[src/rtl/split_reg_pkg.sv]
package split_reg_pkg;

    localparam int HALF_W    = 16;
    localparam int WORD_W    = 2 * HALF_W;
    localparam int PHY_W     = 5;
    localparam int REGN_W    = 5;
    localparam int HW_ADDR_W = 17;
    localparam int PAGE_W    = 9;

    localparam logic [PHY_W-1:0]  PAGE_PHY    = 5'h18;
    localparam logic [REGN_W-1:0] PAGE_REG    = 5'h00;
    localparam logic [1:0]        PORT_PHY_HI = 2'b10;
    localparam logic [1:0]        OP_WR       = 2'b01;
    localparam logic [1:0]        OP_RD       = 2'b10;

    typedef enum logic [1:0] {
        ST_IDLE,
        ST_ISSUE,
        ST_WAIT,
        ST_FINISH
    } seq_state_e;

    typedef enum logic [1:0] {
        STEP_PAGE,
        STEP_FIRST,
        STEP_SECOND
    } step_e;

    typedef struct packed {
        logic [PHY_W-1:0]  phy;
        logic [REGN_W-1:0] regn;
        logic [1:0]        op;
        logic [HALF_W-1:0] wdata;
    } mdio_cmd_t;

    typedef struct packed {
        logic                 wr;
        logic [HW_ADDR_W-1:0] hw;
        logic [WORD_W-1:0]    wdata;
    } req_ctx_t;

    // Even half-word address from a byte address (bits 17:0 matter).
    function automatic logic [HW_ADDR_W-1:0] half_addr(input logic [HW_ADDR_W:0] byte_a);
        return {byte_a[HW_ADDR_W:2], 1'b0};
    endfunction

    function automatic mdio_cmd_t half_cmd(input logic [HW_ADDR_W-1:0] hw,
                                           input logic [1:0] op,
                                           input logic [HALF_W-1:0] d);
        mdio_cmd_t c;
        c.phy   = {PORT_PHY_HI, hw[7:5]};
        c.regn  = hw[4:0];
        c.op    = op;
        c.wdata = d;
        return c;
    endfunction

    function automatic mdio_cmd_t page_cmd(input logic [HW_ADDR_W-1:0] hw);
        mdio_cmd_t c;
        c.phy   = PAGE_PHY;
        c.regn  = PAGE_REG;
        c.op    = OP_WR;
        c.wdata = {{(HALF_W-PAGE_W){1'b0}}, hw[HW_ADDR_W-1:HW_ADDR_W-PAGE_W]};
        return c;
    endfunction

endpackage

[src/rtl/sra_cmd_map.sv]
module sra_cmd_map
    import split_reg_pkg::*;
(
    input  req_ctx_t  ctx,
    input  step_e     step,
    output mdio_cmd_t cmd
);
    logic [HW_ADDR_W-1:0] hw_lo;
    logic [HW_ADDR_W-1:0] hw_hi;

    assign hw_lo = ctx.hw;
    assign hw_hi = {ctx.hw[HW_ADDR_W-1:1], 1'b1};

    always_comb begin
        case (step)
            STEP_FIRST:
                cmd = ctx.wr ? half_cmd(hw_hi, OP_WR, ctx.wdata[WORD_W-1:HALF_W])
                             : half_cmd(hw_lo, OP_RD, '0);
            STEP_SECOND:
                cmd = ctx.wr ? half_cmd(hw_lo, OP_WR, ctx.wdata[HALF_W-1:0])
                             : half_cmd(hw_hi, OP_RD, '0);
            default:
                cmd = page_cmd(ctx.hw);
        endcase
    end
endmodule

[src/rtl/sra_seq_fsm.sv]
module sra_seq_fsm
    import split_reg_pkg::*;
(
    input  logic  clk,
    input  logic  rst,
    input  logic  start,
    input  logic  cmd_done,
    input  logic  cmd_err,
    output step_e step,
    output logic  ready,
    output logic  issue,
    output logic  finish,
    output logic  abort,
    output logic  step_ok
);
    seq_state_e state;
    logic       err_q;

    assign ready   = (state == ST_IDLE);
    assign issue   = (state == ST_ISSUE);
    assign finish  = (state == ST_FINISH);
    assign abort   = finish && err_q;
    assign step_ok = (state == ST_WAIT) && cmd_done && !cmd_err;

    always_ff @(posedge clk) begin
        if (rst) begin
            state <= ST_IDLE;
            step  <= STEP_PAGE;
            err_q <= 1'b0;
        end else begin
            case (state)
                ST_IDLE: begin
                    err_q <= 1'b0;
                    if (start) begin
                        step  <= STEP_PAGE;
                        state <= ST_ISSUE;
                    end
                end
                ST_ISSUE: state <= ST_WAIT;
                ST_WAIT: begin
                    if (cmd_done) begin
                        if (cmd_err) begin
                            err_q <= 1'b1;
                            state <= ST_FINISH;
                        end else if (step == STEP_SECOND) begin
                            state <= ST_FINISH;
                        end else begin
                            step  <= step_e'(step + 2'd1);
                            state <= ST_ISSUE;
                        end
                    end
                end
                default: state <= ST_IDLE;
            endcase
        end
    end
endmodule

[src/rtl/sra_rd_collect.sv]
module sra_rd_collect
    import split_reg_pkg::*;
(
    input  logic              clk,
    input  logic              rst,
    input  logic              clear,
    input  logic              cap_lo,
    input  logic              cap_hi,
    input  logic [HALF_W-1:0] half_in,
    output logic [WORD_W-1:0] word_out
);
    always_ff @(posedge clk) begin
        if (rst || clear) begin
            word_out <= '0;
        end else begin
            if (cap_lo) word_out[HALF_W-1:0]      <= half_in;
            if (cap_hi) word_out[WORD_W-1:HALF_W] <= half_in;
        end
    end
endmodule

[src/rtl/split_reg_access.sv]
module split_reg_access
    import split_reg_pkg::*;
#(
    parameter int ADDR_W = 32
) (
    input  logic              clk,
    input  logic              rst,
    input  logic              req_rd,
    input  logic              req_wr,
    input  logic [ADDR_W-1:0] req_addr,
    input  logic [31:0]       req_wdata,
    output logic              req_ready,
    output logic              done,
    output logic              err,
    output logic [31:0]       rd_data,
    output logic              cmd_valid,
    output logic [4:0]        cmd_phy,
    output logic [4:0]        cmd_reg,
    output logic [1:0]        cmd_op,
    output logic [15:0]       cmd_wdata,
    input  logic              cmd_done,
    input  logic              cmd_err,
    input  logic [15:0]       cmd_rdata
);
    localparam int USED_A = HW_ADDR_W + 1;

    req_ctx_t  ctx;
    mdio_cmd_t cmd;
    step_e     step;
    logic      start, step_ok;
    logic      cap_lo, cap_hi;
    logic [USED_A-1:0] addr_used;

    generate
        if (ADDR_W >= USED_A) begin : g_wide
            assign addr_used = req_addr[USED_A-1:0];
        end else begin : g_narrow
            assign addr_used = {{(USED_A-ADDR_W){1'b0}}, req_addr};
        end
    endgenerate

    assign start = req_ready && (req_rd || req_wr);

    always_ff @(posedge clk) begin
        if (rst) begin
            ctx <= '0;
        end else if (start) begin
            ctx.wr    <= req_wr;
            ctx.hw    <= half_addr(addr_used);
            ctx.wdata <= req_wdata;
        end
    end

    sra_seq_fsm u_fsm (
        .clk      (clk),
        .rst      (rst),
        .start    (start),
        .cmd_done (cmd_done),
        .cmd_err  (cmd_err),
        .step     (step),
        .ready    (req_ready),
        .issue    (cmd_valid),
        .finish   (done),
        .abort    (err),
        .step_ok  (step_ok)
    );

    sra_cmd_map u_map (
        .ctx  (ctx),
        .step (step),
        .cmd  (cmd)
    );

    assign cmd_phy   = cmd.phy;
    assign cmd_reg   = cmd.regn;
    assign cmd_op    = cmd.op;
    assign cmd_wdata = cmd.wdata;

    assign cap_lo = step_ok && !ctx.wr && (step == STEP_FIRST);
    assign cap_hi = step_ok && !ctx.wr && (step == STEP_SECOND);

    sra_rd_collect u_collect (
        .clk      (clk),
        .rst      (rst),
        .clear    (start),
        .cap_lo   (cap_lo),
        .cap_hi   (cap_hi),
        .half_in  (cmd_rdata),
        .word_out (rd_data)
    );
endmodule

[config.mk]
export PLATFORM = sky130hd
export DESIGN_NAME = split_reg_access
export DESIGN_NICKNAME = d
export VERILOG_FILES = /design/src/rtl/split_reg_pkg.sv /design/src/rtl/sra_cmd_map.sv /design/src/rtl/sra_seq_fsm.sv /design/src/rtl/sra_rd_collect.sv /design/src/rtl/split_reg_access.sv
export SDC_FILE = /design/constraint.sdc
export NUM_CORES = 1
export LEC_CHECK = 0
export ABC_AREA = 1
export BUFFER_PORTS_ARGS = -buffer_cell sky130_fd_sc_hd__clkbuf_2
export CAP_MARGIN = 30
export CORE_ASPECT_RATIO = 0.6
export CORE_MARGIN = 2
export CORE_UTILIZATION = 30
export CTS_BUF_LIST = sky130_fd_sc_hd__clkbuf_2
export CTS_CLUSTER_SIZE = 24
export DETAILED_ROUTE_END_ITERATION = 6
export HOLD_SLACK_MARGIN = 0.06
export RECOVER_POWER = 50
export SLEW_MARGIN = 20
export SYNTH_ARGS = -nofsm -noshare
export SYNTH_HDL_FRONTEND = slang
export SYNTH_SLANG_ARGS = --single-unit
[constraint.sdc]
create_clock -name clk -period 1.92 [get_ports clk]
set_clock_uncertainty 0.2 [all_clocks]
set_input_delay 0.096 -clock clk [delete_from_list [all_inputs] [get_ports clk]]
set_output_delay 0.096 -clock clk [all_outputs]
set_load 0.005 [all_outputs]
# ---- Yosys cells after proc, flatten, opt, wreduce, memory -nomap -nowiden
# Cells that the tools add are included.
dict set report word_totals {
  mem_bits_ro 0
  latchBits 0
  n_memories 0
  wordCells 51
  ff_bits 86
  ram_bits 0
  output_inout_bits 64
}
dict set report classes {
  n_mul 0
  magnitude_cmp 0
  n_reduce_logical 16
  muxes 16
  n_bitwise 0
  n_addsub 1
  n_div 0
  n_eq_ne 10
  shift 0
}
# op n
set op_table {}
lappend op_table {{$pmux W27 S2} 1}
lappend op_table {{$mux W19} 2}
lappend op_table {{$mux W2} 8}
lappend op_table {{$ne A2 B2 Y1 const B} 4}
lappend op_table {{$logic_and A1 B1 Y1} 7}
lappend op_table {{$eq A2 B2 Y1 const B} 3}
lappend op_table {{$pmux W2 S3} 1}
lappend op_table {{$reduce_and A5 Y1} 1}
lappend op_table {{$eq A2 B1 Y1 const B} 2}
lappend op_table {{$pmux W2 S2} 1}
lappend op_table {{$reduce_and A3 Y1} 1}
lappend op_table {{$add A2 B1 Y2 const B} 1}
lappend op_table {{$logic_not A1 Y1} 2}
lappend op_table {{$logic_not A2 Y1} 1}
lappend op_table {{$logic_or A1 B1 Y1} 2}
lappend op_table {{$mux W1} 2}
lappend op_table {{$ne A2 B1 Y1 const B} 1}
lappend op_table {{$pmux W1 S2} 1}
lappend op_table {{$reduce_and A2 Y1} 1}
lappend op_table {{$reduce_bool A2 Y1} 1}

# ---- Depth between registers and ports, before layout
# Gate-level depths: netlist (run 1).
dict set report depth {
  ltp_word 5
  depth_mapped 10
  depth_no_buf 9
}

# ---- Cells and area by module
# A second synthesis (run 1) with hierarchy kept.
dict set report unflattened {
  cells_unflattened 684
  hier_area_um2 4317.9
}
# module area_per_inst_um2 seq_area_each_um2 cells_each instances
set modules_own_cells {}
lappend modules_own_cells {split_reg_access 2147.1 980.9 328 1}
lappend modules_own_cells {sra_rd_collect 1273.7 640.6 186 1}
lappend modules_own_cells {sra_cmd_map 549.3 0.0 115 1}
lappend modules_own_cells {sra_seq_fsm 347.8 100.1 55 1}

# ---- Worst setup path after synthesis (run 1)
# OpenSTA, ideal clock, no wires.
dict set report synth_path {
  kind {register -> output}
  start {reg u_fsm.step[0]}
  end {out cmd_wdata[0]}
  required_ns 1.624
  slack_ns 0.103
  path_stages_with_launch 8
  t_arrival_ns 1.521
  path_buffers 2
  cell_sequence {dfxtp_1 inv_1 ha_1 buf_2 clkinv_1 clkbuf_1 nor2_1 a31oi_1}
}
dict set report synth_between {
  elab_chain_cells 2
  word_cells_on_any_way 3
  cone_classes {eq/ne: 2; mux: 1}
}
# item line
set synth_lines {}
lappend synth_lines {{start, declared} sra_seq_fsm.sv:9} ;# output step_e step,
lappend synth_lines {{start signal, assigned} sra_seq_fsm.sv:48} ;# step <= step_e'(step + 2'd1);
lappend synth_lines {{$eq A2 B2 Y1 / $eq A2 B1 Y1 (equally long branches)} sra_cmd_map.sv:15} ;# case (step)
lappend synth_lines {{$pmux W27 S2 (*)} sra_cmd_map.sv:15}
lappend synth_lines {{end, declared} split_reg_access.sv:20} ;# output logic [15:0] cmd_wdata,
# Every way passes the cells marked *; elsewhere a longest branch is shown, timed or not.

# ---- Worst setup path after layout (run 1)
# Same ends and word-level chain as after synthesis.

==> results of run 1 <==
-- flip-flops by register name, indices dropped and copies added, names as in the netlist --
| signal | cells |
|---|---|
| u_fsm.state | 2 |
| ctx | 49 |
| u_collect.word_out | 32 |
| u_fsm.step | 2 |
| u_fsm.err_q | 1 |
-- metrics by stage --
stage	TNS [ns]	worst slack, ns	hold WS [ns]	power [W]
after floorplan	0	0.1025	-0.03459	0.002743
after global routing	-13.89	-0.3927	0.06452	0.005162
after detailed placement	0	0.1851	0.09591	0.003181
after global placement	0	0.2290	0.09454	0.003155
after CTS	-6.030	-0.2863	0.06120	0.004847
final	-7.664	-0.2694	0.1237	0.004885
-- worst paths after layout --
path	start	to	slack [ns]	depth (start not counted)
worst min register to register	u_collect.word_out[4]	u_collect.word_out[4]	0.28	2
worst max register to register	u_fsm.state[1]	ctx[49]	0.03	7
worst max-delay path	u_fsm.step[0]	cmd_wdata[0]	-0.27	7
worst min-delay path	req_wdata[18]	ctx[18]	0.12	4
-- area by class of cell --
| cell class | instances | area (um^2) |
|---|---|---|
| inverter | 15 | 73.82 |
| sequential | 86 | 1729 |
| timing repair buffer | 252 | 1899 |
| clock buffer | 11 | 55.05 |
| fill | 1223 | 6017 |
| clock inverter | 4 | 72.57 |
| tap | 165 | 206.4 |
| multi-input combinational | 358 | 2048 |
-- power breakdown --
group	switching [W]	internal, W
Combinational	0.000971	0.000804
Sequential	0.000119	0.00195
Clock	0.000606	0.000432
Total	0.00170	0.00319
-- Yosys cell counts --
cell type  number
o21ai_1         2
nand3_4         2
nor2_4          3
a21oi_1        41
clkinv_1        1
buf_2          14
clkbuf_1       13
inv_1          12
a31oi_1        10
nor3_1          1
nand3_1        34
nor2_8          1
ha_1            4
and3_1          1
dfxtp_1        86
o21ai_0        50
buf_4           7
nand2_2         1
nand4_1        32
inv_2           2
buf_6           5
buf_1           3
nand2_1        52
nor2_1        123
conb_1          1
-- placed cells by master (no fill, tap or decap), drive strengths merged --
cell type	Yosys	final
bufinv	0	2
nand2	53	53
o21ai	52	52
buf	29	37
a31oi	10	10
clkinv	1	2
ha	4	4
dfxtp	86	86
nor3	1	1
dlygate4sd3	0	93
nand4	32	32
nor2	127	127
conb	1	1
clkbuf	13	133
clkinvlp	0	1
and3	1	1
nand3	36	36
a21oi	41	41
inv	14	14
-- what timing repair did --
action / in CTS / in global routing
pin swaps: 19 / 5
hold endpoints to repair: 86 / 1
resized for setup: 84 / 23
gates cloned: 3 / 1
endpoints found under the setup margin: 27 / 57
hold buffers: 92 / 1
setup buffers: 3 / 1
-- routing by layer --
metal,GRT usage (%),vias up,wire length [um]
li1,-,2123,-
met1,27.07,2033,6509
met2,31.17,139,6060
met3,4.293,20,632
met4,5.556,0,208
met5,0,-,0
-- critical path, cell delays in order (launching register included) --
cell      delay [ns]
dfxtp_4         0.43
inv_4           0.05
ha_4            0.30
clkinv_8        0.09
buf_16          0.16
nor2_2          0.13
a31oi_4         0.04
buf_2           0.14
-- cell families after synthesis --
logic type	after synthesis	share of synthesized area, %
AOI/OAI and AO/OA	103	14.15
adders and majority gates	4	1.341
buffers and inverters	57	7.911
DFF	86	46.13
other	1	0.1005
and+or+nand+nor	250	30.37
==> summary.md, run 1 <==
| Metric | Value |
|---|---|
| IO Port Bufs | `between 100 and 150` |
| Wirelength, routed | `between 10 and 15 mm` |
| Routability cong. | `0.8319` |
| Initial antenna violation count | `0` |
| Vias per cell | `between 4 and 5` |
| # rows | `31` |
| Yosys reg bits | `86` |
| Clk buf depth | `2` |
| Post-placement cell area | `4516 um^2` |
| Syn_nets | `a little under 600` |
| Core ar. | `12100 um^2` |
| Total gr overflow | `0` |
| Inst Count DP | `775` |
| CP Data Required Time | `1.62 ns` |
| Max VDD drop | `roughly 400 uV` |
| All-Layer GR Usage | `19.70%` |
| Vias in the first global route | `4127` |
| Final Util | `50.28%` |
| Crit Path Class | `flip-flop to primary output` |
| First-pass DRT Iterations | `5` |
| Synth area leader | `dfxtp_1` |
| Status | `finished with violations` |
| Crit path DAT | `1.89 ns` |
| Power per cell area | `802.9 nW/um^2` |
| Synthesized instance count | `501` |
| Hold/Removal Path Class | `input port to flip-flop` |
| Remaining antenna violation count | `0` |
| Setup ws final | `-0.2694 ns` |
| Fin. max-slew vios | `0` |
| Num CTS Buffers | `9` |
| CTS tree | `done` |
| P_leak | `2.465 nW` |
| Drt wl/cell | `approximately 15 um` |
| Largest net degree at the start of global routing | `roughly 50` |
| Dominant cells by area after synthesis | `dfxtp_1 46%, nor2_1 12%, o21ai_0 6.7%, a21oi_1 5.5%, nand4_1 5.4%` |
| Part of the Yosys area used for sequential elements | `46.13%` |
| Endpoint class of the critical path | `primary output` |
| Fin crit period | `about 2.2 ns` |
| Cell Area, Synth | `about 3700 um^2` |
| Die height | `90.40 um` |
| DR iter-0 viols | `343` |
| Layout cells sized above 1 | `30.03%` |
| Top-area cell type share of the netlist area | `46.13%` |
| FMAX | `approximately 460 MHz` |
| P&R area growth vs syn | `63.02%` |
| Initial core utilization | `30.84%` |
| Clk root buf | `clkbuf_2` |
| DRC Markers | `0` |
| Critical path fanouts, max | `7` |
| Max_cap viols | `0` |
| Syn_area_per_cell | `7.450 um^2` |
| Worst-path clk slew | `0.24 ns` |
| Die ar. | `13380 um^2` |
| Final Setup Violations | `97` |
| Failing checks | `negative setup slack` |
| Worst skew pair latency | `around 0.54 ns` |
| TritonCTS Sinks | `86` |
| Yosys cell types | `25` |
| Post-route cell area | `6085 um^2` |
| CTS H-tree depth | `3` |
| Synth Warn # | `0` |
| Die W | `148.0 um` |
| Startpoint types | `flip-flop` |
| Antenna diodes | `0` |
| Global-route wire length before repair | `roughly 21 mm` |
| Fin crit share | `114.0%` |
| I/O Pins | `150` |
| Fin. Hold Viols | `0` |
| Final net count | `812` |
| Hpwl dp | `8.353 mm` |
| Via count | `4315` |
| RSZ-0062 raised after global routing | `true` |
| Final non-filler cell total | `891` |
Note: power is estimated with default switching activity, not from simulation.
==> run 2: changes to the inputs <==
--- a/config.mk
+++ b/config.mk
@@ -6,7 +6,7 @@
 export NUM_CORES = 1
 export LEC_CHECK = 0
 export ABC_AREA = 1
-export BUFFER_PORTS_ARGS = -buffer_cell sky130_fd_sc_hd__clkbuf_2
+export BUFFER_PORTS_ARGS = -buffer_cell sky130_fd_sc_hd__buf_2
 export CAP_MARGIN = 30
 export CORE_ASPECT_RATIO = 0.6
 export CORE_MARGIN = 2
@@ -15,7 +15,7 @@
 export CTS_CLUSTER_SIZE = 24
 export DETAILED_ROUTE_END_ITERATION = 6
 export HOLD_SLACK_MARGIN = 0.06
-export RECOVER_POWER = 50
+export PLACE_DENSITY = 0.55
 export SLEW_MARGIN = 20
 export SYNTH_ARGS = -nofsm -noshare
 export SYNTH_HDL_FRONTEND = slang
==> summary.md, run 2 (synthesized netlist as in run 1, its figures left out) <==
| Metric | Value |
|---|---|
| Most common cell after layout, fill and taps aside | `buf_2` |
| CTS tree | `done` |
| Largest registers | `ctx (49), u_collect.word_out (32)` |
| Clk root buf | `clkbuf_2` |
| Worst R2R Start | `u_fsm.state[1]` |
| FF-to-FF End | `u_collect.word_out[25]` |
| Power per cell area | `785.2 nW/um^2 (-2.2%)` |
| Startpoint types | `flip-flop` |
| Crit. Startpoint | `u_fsm.step[0]` |
| Fin crit share | `109.3% (-4.7 points)` |
| Top reg by flops | `ctx` |
| Crit path largest cell delay | `0.41 ns (-0.02 ns)` |
| Worst-path clk slew | `0.24 ns (about the same)` |
| Num CTS Buffers | `9 (unchanged)` |
| RSZ-0062 raised after global routing | `true` |
| Wirelength, routed | `13.24 mm (-1.3%)` |
| CP top delay family | `buffers and inverters` |
| Core ar. | `12100 um^2 (unchanged)` |
| Die W | `148.0 um (unchanged)` |
| IO Port Bufs | `132 (unchanged)` |
| Status | `finished with violations` |
| Vias per cell | `4.854 (+0.23%)` |
| R2R depth | `5 (-2)` |
| # rows | `31 (unchanged)` |
| Critical path fanouts, max | `7 (unchanged)` |
| Setup ws final | `-0.1792 ns (+0.09022 ns)` |
| Final Setup Violations | `27 (-72%)` |
| I/O Pins | `150 (unchanged)` |
| Hpwl dp | `8.043 mm (-3.7%)` |
| DR iter-0 viols | `279 (-19%)` |
| Failing checks | `negative setup slack` |
| Slowest cell on the critical path | `dfxtp_4` |
| Die height | `90.40 um (unchanged)` |
| Total gr overflow | `0 (unchanged)` |
| Crit path DAT | `1.80 ns (-0.09 ns)` |
| Fin. Hold Viols | `0 (unchanged)` |
| Buffers & Inverters on Critical Path | `4 (unchanged)` |
| Hold/Removal Path Class | `input port to flip-flop` |
| All-Layer GR Usage | `19.51% (-0.19 points)` |
| Commonest non-fill, non-tap cells in the layout | `132 x buf_2, 113 x nor2_1, 102 x dlygate4sd3_1, 84 x dfxtp_1, 50 x nand2_1` |
| Clk buf depth | `2 (unchanged)` |
| P&R area growth vs syn | `65.94%` |
| TritonCTS Sinks | `86 (unchanged)` |
| DRC Markers | `0 (unchanged)` |
| Drt wl/cell | `14.63 um (-2.8%)` |
| Remaining antenna violation count | `0 (unchanged)` |
| Worst skew pair latency | `0.54 ns (about the same)` |
| Largest net degree at the start of global routing | `49 (unchanged)` |
| Crit Path Class | `flip-flop to primary output` |
| Initial antenna violation count | `1 (+1)` |
| CTS H-tree depth | `3 (unchanged)` |
| Final net count | `824 (+1.5%)` |
| Global-route wire length before repair | `20.98 mm (-0.49%)` |
| Crit path to | `cmd_wdata[7]` |
| P_leak | `2.622 nW (+6.3%)` |
| Max reg flops | `49 (unchanged)` |
| Routability cong. | `0.8290 (-0.35%)` |
| Fin. max-slew vios | `0 (unchanged)` |
| Filler cell count | `1140 (-6.8%)` |
| CP Depth | `7 (unchanged)` |
| Critical Path, Cell by Cell | `inv_4, ha_4, inv_8, buf_12, nor2_2, a31oi_1, buf_2` |
| Setup_tns | `-3.329 ns (+4.335 ns)` |
| Initial core utilization | `30.84% (unchanged)` |
| Layout cells sized above 1 | `30.58% (+0.55 points)` |
| FMAX | `476.4 MHz (+4.3%)` |
| Endpoint class of the critical path | `primary output` |
| Max_cap viols | `0 (unchanged)` |
| Reg area | `1729 um^2 (unchanged)` |
| Max VDD drop | `273.9 uV (-31%)` |
| Vias in the first global route | `4264 (+3.3%)` |
| Min-delay src | `req_addr[11]` |
| First-pass DRT Iterations | `5 (unchanged)` |
| Via count | `4393 (+1.8%)` |
| Post-Place Setup Slack | `0.1589 ns (-0.02622 ns)` |
| CP Data Required Time | `1.62 ns (about the same)` |
| Fin crit period | `2.099 ns (-0.09022 ns)` |
| Multi-input gate area | `1951 um^2 (-4.8%)` |
| Reg2Reg Setup Slack | `0.16 ns (+0.13 ns)` |
| Total chip power | `0.004863 W (-0.46%)` |
| Die ar. | `13380 um^2 (unchanged)` |
run 2: final cells by class:
type / instances / area share, %
Sequential cell: 86 / 27.92
Antenna cell: 1 / 0.04040
Clock inverter: 7 / 1.414
Timing Repair Buffer: 263 / 34.00
Clock buffer: 9 / 0.7273
Tap cell: 165 / 3.333
Inverter: 15 / 1.071
Multi-Input combinational cell: 359 / 31.49
run 2: worst min path at each step:
| stage | slack, ns | cells after the start | end |
|---|---|---|---|
| global placement | 0.08 | 2 | u_fsm.state[1] |
| global route | 0.06 | 4 | ctx[48] |
| detailed placement | 0.08 | 2 | u_fsm.state[1] |
| finish | 0.11 | 4 | ctx[42] |
| floorplan | -0.03 | 1 | u_fsm.state[1] |
| CTS | 0.06 | 4 | ctx[18] |
run 2: metrics by stage:
stage | cell area (um^2) | util (%) | hold WS (ns) | instances
after floorplan | 3732 | - | -0.03459 | 501
after global placement | 4546 | 37.56 | 0.08041 | 774
after detailed placement | 4546 | 37.56 | 0.07943 | 774
after CTS | 5967 | 49.31 | 0.06054 | 899
after global routing | 6193 | 51.18 | 0.06055 | 905
final | 6193 | 51.18 | 0.1100 | 905
run 2: timing repair:
| item | CTS | global route |
|---|---|---|
| resized for setup | 41 | 34 |
| gates cloned | 2 | 4 |
| pin swaps | 4 | 12 |
| setup endpoints to repair | 27 | 58 |
| hold buffers | 100 | 2 |
| setup buffers | 7 | 0 |
| endpoints found under the hold margin | 86 | 2 |
run 2: power breakdown:
part	switching (W)	internal [W]
logic	0.000918	0.000835
clock network	0.000621	0.000422
registers	0.000112	0.00195
total	0.00165	0.00321
run 2: worst register-to-register path, cell delays in order (launching register included):
cell,delay [ns]
dfxtp_1,0.50
nand2_2,0.22
nor2_8,0.31
nand3_4,0.26
nand2_1,0.13
a21oi_1,0.06
run 2: routing by layer:
metal	up-vias	track usage [%]	share of wire, %
met5	-	0	0
met4	0	5.556	1.6
met3	21	4.545	6.9
met2	166	30.67	44
met1	2056	26.75	48
li1	2150	-	-
